`config.mk`:
```
export PLATFORM = sky130hd
export DESIGN_NAME = part_cmd_seq
export DESIGN_NICKNAME = d
export VERILOG_FILES = /design/src/rtl/part_seq_pkg.sv /design/src/rtl/part_launch_chk.sv /design/src/rtl/part_info_row.sv /design/src/rtl/part_cmd_seq.sv
export SDC_FILE = /design/constraint.sdc
export NUM_CORES = 1
export LEC_CHECK = 0
export ABC_AREA = 1
export CAP_MARGIN = 20
export CORE_UTILIZATION = 50
export CTS_CLUSTER_SIZE = 20
export DETAILED_ROUTE_END_ITERATION = 10
export PLACE_DENSITY = 0.83
export SETUP_SLACK_MARGIN = 0.1
export SKIP_LAST_GASP = 1
export SYNTH_ARGS = -nofsm -noshare
export SYNTH_HDL_FRONTEND = slang
export SYNTH_SLANG_ARGS = --single-unit
```
`constraint.sdc`:
```
create_clock -name clk -period 2.4 [get_ports clk]
set_input_delay 0.24 -clock clk [delete_from_list [all_inputs] [get_ports clk]]
set_output_delay 0.24 -clock clk [all_outputs]
set_load 0.02 [all_outputs]
```
`src/rtl/part_seq_pkg.sv`:
```
`timescale 1ns/1ps
package part_seq_pkg;

    typedef enum logic [2:0] {
        ST_IDLE,
        ST_CHECK,
        ST_PROG,
        ST_VERIFY,
        ST_FINISH
    } seq_state_t;

    // One bit per launch check; any set bit aborts the command.
    typedef struct packed {
        logic bad_idx;
        logic ldf_busy;
        logic mode_bad;
        logic redefine;
        logic bad_sel;
    } launch_err_t;

    localparam int CLR_DONE  = 0;
    localparam int CLR_ACC   = 1;
    localparam int CLR_RDERR = 2;
    localparam int CLR_FATAL = 3;

endpackage

```
`src/rtl/part_launch_chk.sv`:
```
`timescale 1ns/1ps
module part_launch_chk
    import part_seq_pkg::*;
#(
    parameter int IDX_W      = 3,
    parameter int DATA_W     = 16,
    parameter int LAUNCH_IDX = 2,
    parameter int DF_MAX     = 128,
    parameter int ER_MAX     = 16
) (
    input  logic [IDX_W-1:0]  obj_idx,
    input  logic              ldf_active,
    input  logic              mode_ok,
    input  logic              defined,
    input  logic [DATA_W-1:0] df_cnt,
    input  logic [DATA_W-1:0] er_cnt,
    output launch_err_t       err,
    output logic              err_any
);

    always_comb begin
        err.bad_idx  = (obj_idx != IDX_W'(LAUNCH_IDX));
        err.ldf_busy = ldf_active;
        err.mode_bad = !mode_ok;
        err.redefine = defined;
        err.bad_sel  = (df_cnt > DATA_W'(DF_MAX)) || (er_cnt > DATA_W'(ER_MAX));
        err_any      = |err;
    end

endmodule

```
`src/rtl/part_info_row.sv`:
```
`timescale 1ns/1ps
module part_info_row #(
    parameter int DATA_W = 16,
    parameter int WORDS  = 4,
    localparam int AW    = $clog2(WORDS)
) (
    input  logic              clk,
    input  logic              rst_n,
    input  logic              we,
    input  logic [AW-1:0]     waddr,
    input  logic [DATA_W-1:0] wdata,
    input  logic              rd_en,
    input  logic [AW-1:0]     raddr_a,
    output logic [DATA_W-1:0] rdata_a,
    input  logic [AW-1:0]     raddr_b,
    output logic [DATA_W-1:0] rdata_b,
    input  logic              inj_soft,
    input  logic              inj_hard,
    output logic              rd_soft,
    output logic              rd_hard
);

    logic [DATA_W-1:0] word_v [WORDS];

    // Each word powers up erased (all ones).
    for (genvar g = 0; g < WORDS; g++) begin : g_word
        logic [DATA_W-1:0] word_q;
        always_ff @(posedge clk or negedge rst_n) begin
            if (!rst_n)
                word_q <= '1;
            else if (we && (waddr == AW'(g)))
                word_q <= wdata;
        end
        assign word_v[g] = word_q;
    end

    assign rdata_a = word_v[raddr_a];
    assign rdata_b = word_v[raddr_b];
    assign rd_soft = rd_en & inj_soft;
    assign rd_hard = rd_en & inj_hard;

endmodule

```
`src/rtl/part_cmd_seq.sv`:
```
`timescale 1ns/1ps
module part_cmd_seq
    import part_seq_pkg::*;
#(
    parameter int DATA_W     = 16,
    parameter int IDX_W      = 3,
    parameter int ROW_WORDS  = 4,
    parameter int LAUNCH_IDX = 2,
    parameter int DF_MAX     = 128,
    parameter int ER_MAX     = 16,
    parameter int ADDR_W     = 24,
    parameter int SECT_SHIFT = 8,
    parameter logic [ADDR_W-1:0] DF_BASE = 24'h10_0000,
    parameter logic [ADDR_W-1:0] ER_END  = 24'h13_FFFF
) (
    input  logic              clk,
    input  logic              rst_n,
    input  logic              obj_sel_we,
    input  logic [IDX_W-1:0]  obj_sel,
    input  logic              obj_data_we,
    input  logic [DATA_W-1:0] obj_data,
    input  logic              launch,
    input  logic              ldf_active,
    input  logic              mode_ok,
    input  logic              inj_soft,
    input  logic              inj_hard,
    input  logic [3:0]        flag_clr,
    input  logic [1:0]        row_raddr,
    output logic [DATA_W-1:0] row_rdata,
    output logic              busy,
    output logic              stat_done,
    output logic              stat_acc_err,
    output logic              stat_prot_viol,
    output logic              stat_rd_err,
    output logic              stat_rd_fatal,
    output logic              part_defined,
    output logic [ADDR_W-1:0] df_end_addr,
    output logic [ADDR_W-1:0] er_base_addr
);

    localparam int BANK_N  = LAUNCH_IDX + 1;
    localparam int DF_SLOT = LAUNCH_IDX - 1;
    localparam int ER_SLOT = LAUNCH_IDX;
    localparam int RA_W    = $clog2(ROW_WORDS);
    localparam logic [RA_W-1:0] LAST_PTR = RA_W'(ROW_WORDS - 1);
    localparam logic [ADDR_W-1:0] ER_TOP = ER_END + ADDR_W'(1);

    // ---------------- command-object bank ----------------
    logic [IDX_W-1:0]  obj_idx_q;
    logic [DATA_W-1:0] bank_q [BANK_N];

    always_ff @(posedge clk or negedge rst_n) begin
        if (!rst_n) begin
            obj_idx_q <= '0;
            for (int i = 0; i < BANK_N; i++) bank_q[i] <= '0;
        end else begin
            if (obj_sel_we) obj_idx_q <= obj_sel;
            if (obj_data_we && !busy) begin
                for (int i = 0; i < BANK_N; i++)
                    if (obj_idx_q == IDX_W'(i)) bank_q[i] <= obj_data;
            end
        end
    end

    logic [DATA_W-1:0] df_word, er_word;
    assign df_word = bank_q[DF_SLOT];
    assign er_word = bank_q[ER_SLOT];

    // ---------------- launch checks ----------------
    launch_err_t       chk_err;
    logic              chk_any;
    logic              defined_q;

    part_launch_chk #(
        .IDX_W(IDX_W), .DATA_W(DATA_W), .LAUNCH_IDX(LAUNCH_IDX),
        .DF_MAX(DF_MAX), .ER_MAX(ER_MAX)
    ) u_chk_launch (
        .obj_idx    (obj_idx_q),
        .ldf_active (ldf_active),
        .mode_ok    (mode_ok),
        .defined    (defined_q),
        .df_cnt     (df_word),
        .er_cnt     (er_word),
        .err        (chk_err),
        .err_any    (chk_any)
    );

    // ---------------- state register ----------------
    seq_state_t state_q, state_d;
    logic [RA_W-1:0] ptr_q;

    always_ff @(posedge clk or negedge rst_n) begin
        if (!rst_n) state_q <= ST_IDLE;
        else        state_q <= state_d;
    end

    always_comb begin
        state_d = state_q;
        unique case (state_q)
            ST_IDLE:   if (launch) state_d = ST_CHECK;
            ST_CHECK:  state_d = chk_any ? ST_FINISH : ST_PROG;
            ST_PROG:   if (ptr_q == LAST_PTR) state_d = ST_VERIFY;
            ST_VERIFY: if (ptr_q == LAST_PTR) state_d = ST_FINISH;
            ST_FINISH: state_d = ST_IDLE;
            default:   state_d = ST_IDLE;
        endcase
    end

    // ---------------- information row ----------------
    logic              row_we;
    logic [RA_W-1:0]   row_waddr;
    logic [DATA_W-1:0] row_wdata;
    logic [DATA_W-1:0] vfy_data;
    logic              vfy_en, vfy_soft, vfy_hard, vfy_miss;

    // Words 0/1 hold the data-flash count, words 2/3 the buffer-RAM count.
    function automatic logic [DATA_W-1:0] row_value(input logic [RA_W-1:0] a,
                                                    input logic [DATA_W-1:0] df,
                                                    input logic [DATA_W-1:0] er);
        return a[RA_W-1] ? er : df;
    endfunction

    assign row_we    = (state_q == ST_PROG);
    assign row_waddr = ptr_q;
    assign row_wdata = row_value(ptr_q, df_word, er_word);
    assign vfy_en    = (state_q == ST_VERIFY);
    assign vfy_miss  = vfy_en && (vfy_data != row_value(ptr_q, df_word, er_word));

    part_info_row #(.DATA_W(DATA_W), .WORDS(ROW_WORDS)) u_row (
        .clk      (clk),
        .rst_n    (rst_n),
        .we       (row_we),
        .waddr    (row_waddr),
        .wdata    (row_wdata),
        .rd_en    (vfy_en),
        .raddr_a  (ptr_q),
        .rdata_a  (vfy_data),
        .raddr_b  (row_raddr),
        .rdata_b  (row_rdata),
        .inj_soft (inj_soft),
        .inj_hard (inj_hard),
        .rd_soft  (vfy_soft),
        .rd_hard  (vfy_hard)
    );

    // ---------------- outputs and datapath ----------------
    logic done_q, acc_q, rderr_q, fatal_q, abort_q, rb_err_q, rb_fatal_q;
    logic [DATA_W-1:0] df_keep_q, er_keep_q;

    always_ff @(posedge clk or negedge rst_n) begin
        if (!rst_n) begin
            done_q     <= 1'b0;
            acc_q      <= 1'b0;
            rderr_q    <= 1'b0;
            fatal_q    <= 1'b0;
            abort_q    <= 1'b0;
            rb_err_q   <= 1'b0;
            rb_fatal_q <= 1'b0;
            defined_q  <= 1'b0;
            ptr_q      <= '0;
            df_keep_q  <= '0;
            er_keep_q  <= '0;
        end else begin
            if (flag_clr[CLR_DONE])  done_q  <= 1'b0;
            if (flag_clr[CLR_ACC])   acc_q   <= 1'b0;
            if (flag_clr[CLR_RDERR]) rderr_q <= 1'b0;
            if (flag_clr[CLR_FATAL]) fatal_q <= 1'b0;
            unique case (state_q)
                ST_IDLE: if (launch) begin
                    done_q  <= 1'b0;
                    acc_q   <= 1'b0;
                    rderr_q <= 1'b0;
                    fatal_q <= 1'b0;
                    ptr_q   <= '0;
                end
                ST_CHECK: begin
                    ptr_q      <= '0;
                    rb_err_q   <= 1'b0;
                    rb_fatal_q <= 1'b0;
                    abort_q    <= chk_any;
                    if (chk_any) acc_q <= 1'b1;
                end
                ST_PROG: ptr_q <= (ptr_q == LAST_PTR) ? '0 : ptr_q + 1'b1;
                ST_VERIFY: begin
                    ptr_q      <= (ptr_q == LAST_PTR) ? '0 : ptr_q + 1'b1;
                    rb_err_q   <= rb_err_q | vfy_soft | vfy_hard | vfy_miss;
                    rb_fatal_q <= rb_fatal_q | vfy_hard | vfy_miss;
                end
                ST_FINISH: begin
                    done_q <= 1'b1;
                    if (!abort_q) begin
                        rderr_q   <= rb_err_q;
                        fatal_q   <= rb_fatal_q;
                        defined_q <= 1'b1;
                        df_keep_q <= df_word;
                        er_keep_q <= er_word;
                    end
                end
                default: ;
            endcase
        end
    end

    assign busy           = (state_q != ST_IDLE);
    assign stat_done      = done_q;
    assign stat_acc_err   = acc_q;
    assign stat_prot_viol = 1'b0;
    assign stat_rd_err    = rderr_q;
    assign stat_rd_fatal  = fatal_q;
    assign part_defined   = defined_q;
    assign df_end_addr    = defined_q ? DF_BASE + (ADDR_W'(df_keep_q) << SECT_SHIFT) : '0;
    assign er_base_addr   = defined_q ? ER_TOP - (ADDR_W'(er_keep_q) << SECT_SHIFT) : '0;

endmodule

```
==> summary.txt, run 1 <==
Worst setup path
  – Worst-path maximum fanout: 2
  – Critical path type: register to output pin
  – Critical path endpoint category: output pin
  – Reg-to-reg slack, setup: 240 ps
  – CP Launch Type: register
  – CP Data Arrival Time: 2160 ps
  – Worst EP required: 2160 ps

Placement
  – Final HPWL DP: 13.5 mm
  – GPL Wtd Cong: 0.855
  – Port bufs: 87
  – Placed Cells: 1,298
  – Placement Cell Area: 9020 um2

Power
  – Tot Pwr: 10.5 mW
  – VDD IR max: 0.606 mV
  – P per Cell Area: 1080 nW/um2
  – Clock Power Share: 0.256
  – P_leak: 4.39 nW
  – Net switching power: 4.11 mW
  – Flop pwr share: 0.334
  – Net Sw Frac: 0.390
  – Combinational power share: 0.410
  – Internal power: 6.43 mW

Final layout
  – Synthesis-to-layout area growth: 24.7%
  – Most common cell after layout, fill and taps aside: nand2_1
  – Share of cells above drive strength 1: 0.169
  – NumNets Final: 1,157
  – Post-route design area: 9790 um2
  – Most frequent cells in the layout: 304 x nand2_1, 110 x o21ai_0, 91 x inv_1
  – Core Util, Final: 0.641
  – # fillers: 1,238
  – Antenna diode count: 0
  – Finished Layout Cells: 1,341

Synth
  – Post-synthesis sequential area ratio: 0.469
  – FF+latch count, synth: 144
  – Post-synth cell types: 33
  – Synth Area per Inst: 7.72 um2
  – Gate Count Post-Synth: 1,016
  – Post-Syn Area: 7850 um2
  – Yosys warning total: 0

Floorplanning
  – Die X: 127 um
  – I/O pins: 105
  – Num rows: 45
  – CORE AREA: 15,300 um2
  – Total Die Area: 16,200 um2
  – Starting Density: 0.514
  – Die Ht: 127 um

Timing
  – Final Max Tran Viols: 0
  – Post-Route Setup TNS: -4.56 ps
  – Slew headroom: 0.566
  – RSZ-0062 raised after global routing: true
  – Final hold violation count: 0
  – Post-route setup slack: -4.56 ps
  – Final worst-path cycle share: 1.00
  – FMAX: 0.416 GHz
  – Final Setup Violations: 1
  – Post-route clock skew: 5.55 ps
  – Min Tclk post-route: 2400 ps
  – Worst-Margin Slew: 651 ps

GRT
  – Vias in the first global route: 6,852
  – First-pass GRT wire length: 33.3 mm
  – Initial antenna violation count: 0
  – All-layer global routing usage: 0.264
  – Grt total ovfl: 0
  – Pin count of the biggest net entering global routing: 69

Routing
  – Drt total wl: 20.2 mm
  – DRT antenna net count: 0
  – Routed length per instance: 15.1 um
  – Vias: 7,321
  – First-pass DRT Iterations: 5
  – Drt initial violations: 601
  – Residual DRC: 0
  – Vias per inst: 5.46

Clock tree
  – Num CTS Buffers: 17
  – Clock Sinks: 144
  – Clk_lat worst skew: 430 ps
  – H-Tree Depth: 4
  – Clock Tree Buf Depth: 2
  – Worst-path clk slew: 60 ps
  – CTS tree: yes
  – Clock root buffer master: clkbuf_16

Run status
  – Status: finished with violations
  – Failing checks: setup timing

Run
  – Max-cap violations: 0

Hold path
  – Worst hold path type: input pin to register
path summary, 6_finish.rpt:
path                                                   to  cells after the start    startpoint
worst max-delay path                     er_base_addr[20]                     12  er_keep_q[1]
worst min-delay path                         stat_acc_err                      2   flag_clr[1]
max in group asynchronous       u_row.g_word[3].word_q[0]                      3         rst_n
worst max register to register                   rb_err_q                     11      ptr_q[1]
worst min register to register               df_keep_q[4]                      2  df_keep_q[4]
min in group asynchronous                    obj_idx_q[0]                      2         rst_n
routing by layer:
metal  track usage  wire (um)  up-vias
li1              -          -     3459
met1         0.333       8360     3522
met2         0.445      10100      304
met3        0.0498       1180       36
met4         0.115        571        0
met5             0          0        -
power groups by stage:
stage / Clock [mW] / Sequential, mW / Combinational (mW)
CTS: 2.72 / 3.50 / 4.12
floorplan: 0 / 3.38 / 2.47
global placement: 0 / 3.49 / 4.05
finish: 2.70 / 3.52 / 4.32
global route: 2.85 / 3.60 / 4.73
detailed placement: 0 / 3.52 / 4.14
flip-flops by register name, indices dropped and copies added (netlist names), 2 cells and up:
register / count
ptr_q: 2
er_word: 16
df_word: 16
er_keep_q: 16
obj_idx_q: 3
df_keep_q: 16
state_q: 3
u_row.g_word.word_q: 64
synth_stat cells, drive strengths merged:
library cell / instances / share of area
nand2: 308 / 0.15
o21ai: 127 / 0.086
inv: 100 / 0.048
dfrtp: 80 / 0.26
nor2: 74 / 0.035
o21a: 65 / 0.062
dfstp: 64 / 0.21
nand3: 62 / 0.040
buf: 46 / 0.038
clkbuf: 22 / 0.011
o22ai: 17 / 0.014
a21oi: 13 / 0.0083
nor4: 9 / 0.011
nor3: 8 / 0.0057
ha: 6 / 0.0096
o32ai: 3 / 0.0033
o31ai: 2 / 0.0019
xor2: 2 / 0.0022
a41oi: 1 / 0.0011
conb: 1 / 0.00048
mux2: 1 / 0.0014
nand4: 1 / 0.00080
o211ai: 1 / 0.00096
o21bai: 1 / 0.00096
o31a: 1 / 0.0011
xnor2: 1 / 0.0011
stage by stage:
stage / setup slack (ps) / hold WS, ps
3_3_place_gp: -26.3 / 281
4_1_cts: 29.1 / 357
3_5_place_dp: -124 / 288
5_1_grt: -127 / 369
2_1_floorplan: 385 / -55.6
6_report: -4.56 / 366
layout make-up:
class	count	area, um2	area share
Inverter	100	375	0.0384
Clock inverter	9	133	0.0136
Clock buffer	23	468	0.0478
Timing Repair Buffer	134	1300	0.133
Tap cell	211	264	0.0270
Sequential cell	144	3690	0.377
Multi-Input combinational cell	720	3560	0.363
cell families (layout without fill, tap and decap cells):
logic type / after synthesis / after routing / share of synthesized area
flops: 144 / 144 / 0.469
fa+ha+maj: 6 / 6 / 0.00957
buf+inv: 168 / 266 / 0.0966
other cells: 1 / 17 / 0.000478
mux: 1 / 1 / 0.00144
compound gates: 231 / 231 / 0.179
xor+xnor: 3 / 3 / 0.00335
simple gates: 462 / 462 / 0.240
critical path, cell delays in order, from the launching register on:
cell	delay, ps
dfrtp_1	380
inv_2	80
ha_4	150
nand2_4	60
nor3_4	180
nand2_2	100
nor3_4	200
nand2_2	100
a21oi_2	170
nand2_1	70
nand2_1	50
nor2_1	40
buf_4	150
what timing repair did:
action                     CTS  global route
setup endpoints to repair   13            21
gates resized for setup     57            25
hold endpoints to repair    36             0
hold buffers                 1             0
cloned                       0             0
setup buffers                4             7
pin swaps                    4            11
Note: power is estimated with default switching activity, not from simulation.
==> run 2, diff against run 1 <==
==> constraint.sdc (replaced) <==
create_clock -name clk -period 2.5 [get_ports clk]
set_input_delay 0.25 -clock clk [delete_from_list [all_inputs] [get_ports clk]]
set_output_delay 0.25 -clock clk [all_outputs]
set_load 0.02 [all_outputs]
==> run 2 against run 1 <==
The run still ends with setup timing left. Non-clock buffer count shrank 5. Worst setup slack worse by 2.1 ps. Clock skew is 2.2 ps higher. Combinational power down 6.9%. Clock-buffer cell count increased by 1. Critical path type unchanged.
==> summary.txt, run 2 (synthesis results as in run 1) <==
Final layout
  – Multi-input gate area: 3570 um2
  – Most frequent cells in the layout: 303 x nand2_1, 110 x o21ai_0, 91 x inv_1
  – Synthesis-to-layout area growth: 23.5%
  – Biggest register: u_row.g_word.word_q
  – Share of cells above drive strength 1: 0.168
  – Finished Layout Cells: 1,336
  – Antenna diode count: 0
  – Max FFs per register: 64
  – Core Util, Final: 0.635
  – Reg area: 3690 um2
  – # fillers: 1,237
  – NumNets Final: 1,152
  – Most common cell after layout, fill and taps aside: nand2_1

GRT
  – All-layer global routing usage: 0.258
  – Initial antenna violation count: 0
  – First-pass GRT wire length: 32.6 mm
  – Grt total ovfl: 0
  – Pin count of the biggest net entering global routing: 66
  – Vias in the first global route: 6,810

Worst setup path
  – Critical path type: register to output pin
  – CP Data Arrival Time: 2260 ps
  – R2r endpoint: rb_err_q
  – Worst EP required: 2250 ps
  – Critical Path Start: er_keep_q[1]
  – Reg-to-reg slack, setup: 230 ps
  – CP Launch Type: register
  – Critical path endpoint category: output pin
  – Worst reg-to-reg path cell count: 11
  – Worst-path maximum fanout: 2
  – Worst r2r src: ptr_q[1]

Timing
  – Worst-Margin Slew: 611 ps
  – Post-route clock skew: 7.70 ps
  – Final Setup Violations: 1
  – FMAX: 0.399 GHz
  – Final worst-path cycle share: 1.00
  – Final hold violation count: 0
  – Final Max Tran Viols: 0
  – Min Tclk post-route: 2510 ps
  – RSZ-0062 raised after global routing: true
  – Slew headroom: 0.590
  – Post-route setup slack: -6.68 ps

Placement
  – Final HPWL DP: 13.2 mm
  – Worst slack at placement: -28.2 ps
  – Port bufs: 87
  – GPL Wtd Cong: 0.843
  – Placed Cells: 1,295

Floorplanning
  – I/O pins: 105
  – Total Die Area: 16,200 um2
  – Die Ht: 127 um
  – Num rows: 45
  – Die X: 127 um
  – CORE AREA: 15,300 um2
  – Starting Density: 0.514

Clock tree
  – Clock root buffer master: clkbuf_16
  – Worst-path clk slew: 60 ps
  – Clk_lat worst skew: 430 ps
  – Clock Sinks: 144
  – CTS tree: yes
  – Num CTS Buffers: 17
  – H-Tree Depth: 4
  – Clock Tree Buf Depth: 2

Routing
  – Vias: 7,139
  – Routed length per instance: 14.8 um
  – Drt total wl: 19.8 mm
  – Drt initial violations: 583
  – DRT antenna net count: 0
  – Vias per inst: 5.34
  – Residual DRC: 0
  – First-pass DRT Iterations: 5

Power
  – Tot Pwr: 9.97 mW
  – P_leak: 4.20 nW
  – VDD IR max: 0.565 mV
  – P per Cell Area: 1030 nW/um2

Run
  – Max-cap violations: 0

Hold path
  – Worst hold path type: input pin to async pin

Run status
  – Status: finished with violations
  – Failing checks: setup timing
[run 2: changes by cell type in the layout (fill, tap and decap cells not counted), moves of 4 or more]
cell / previous run / this run
clkdlybuf4s50_1: 63 / 75
buf_4: 48 / 42
dlymetal6s2s_1: 11 / 1
clkbuf_2: 0 / 4
[run 2: worst max-delay path, cell delays in order, from the launching register on]
cell and delay, ps:
dfrtp_1 390, inv_2 100, ha_4 150, nand2_4 60, nor3_4 220, nand2_2 120
nor3_4 200, nand2_2 90, buf_4 140, xor2_1 130, nor2_1 90, buf_4 140
[run 2: worst max path at each step]
stage	cells past startpoint	slack, ps	endpoint
3_3_place_gp	11	60	er_base_addr[20]
4_1_cts	11	-10	er_base_addr[20]
2_1_floorplan	10	470	er_base_addr[20]
5_1_grt	12	-110	er_base_addr[20]
6_report	11	-7	er_base_addr[18]
3_5_place_dp	11	-30	er_base_addr[20]
[run 2: metal layers]
layer	wire length, um	global-route usage
met3	1400	0.0603
met2	9580	0.414
met1	8210	0.325
met4	619	0.134
met5	0	0
[run 2: area by class of cell]
type / count / share of cell area
clock buffers: 24 / 0.0507
flip-flops and latches: 144 / 0.380
multi-input cells: 720 / 0.368
clock inverters: 8 / 0.0107
inverters: 100 / 0.0387
repair buffers: 129 / 0.124
well taps: 211 / 0.0272
[run 2: metrics by stage]
stage / setup TNS, ps / hold WS (ps) / area [um2]
after CTS: -12.0 / 375 / 9580
after global placement: 0 / 250 / 8970
final: -6.68 / 345 / 9690
after detailed placement: -28.2 / 256 / 8970
after global routing: -351 / 388 / 9690
after floorplan: 0 / -45.6 / 7910
[run 2: repair_timing]
| action | 4_1_cts | 5_1_grt |
|---|---|---|
| endpoints found under the hold margin | 32 | 0 |
| pin swaps | 0 | 11 |
| endpoints found under the setup margin | 10 | 22 |
| cloned | 0 | 0 |
| resized for setup | 30 | 36 |
| buffers inserted | 0 | 8 |
| hold buffers | 1 | 0 |
[run 2: power breakdown]
group          switching [mW]  internal (mW)  total, mW  leakage, nW
Combinational            2.43           1.59       4.02         2.27
Sequential              0.517           2.89       3.41         1.65
Clock                   0.967           1.57       2.54        0.279
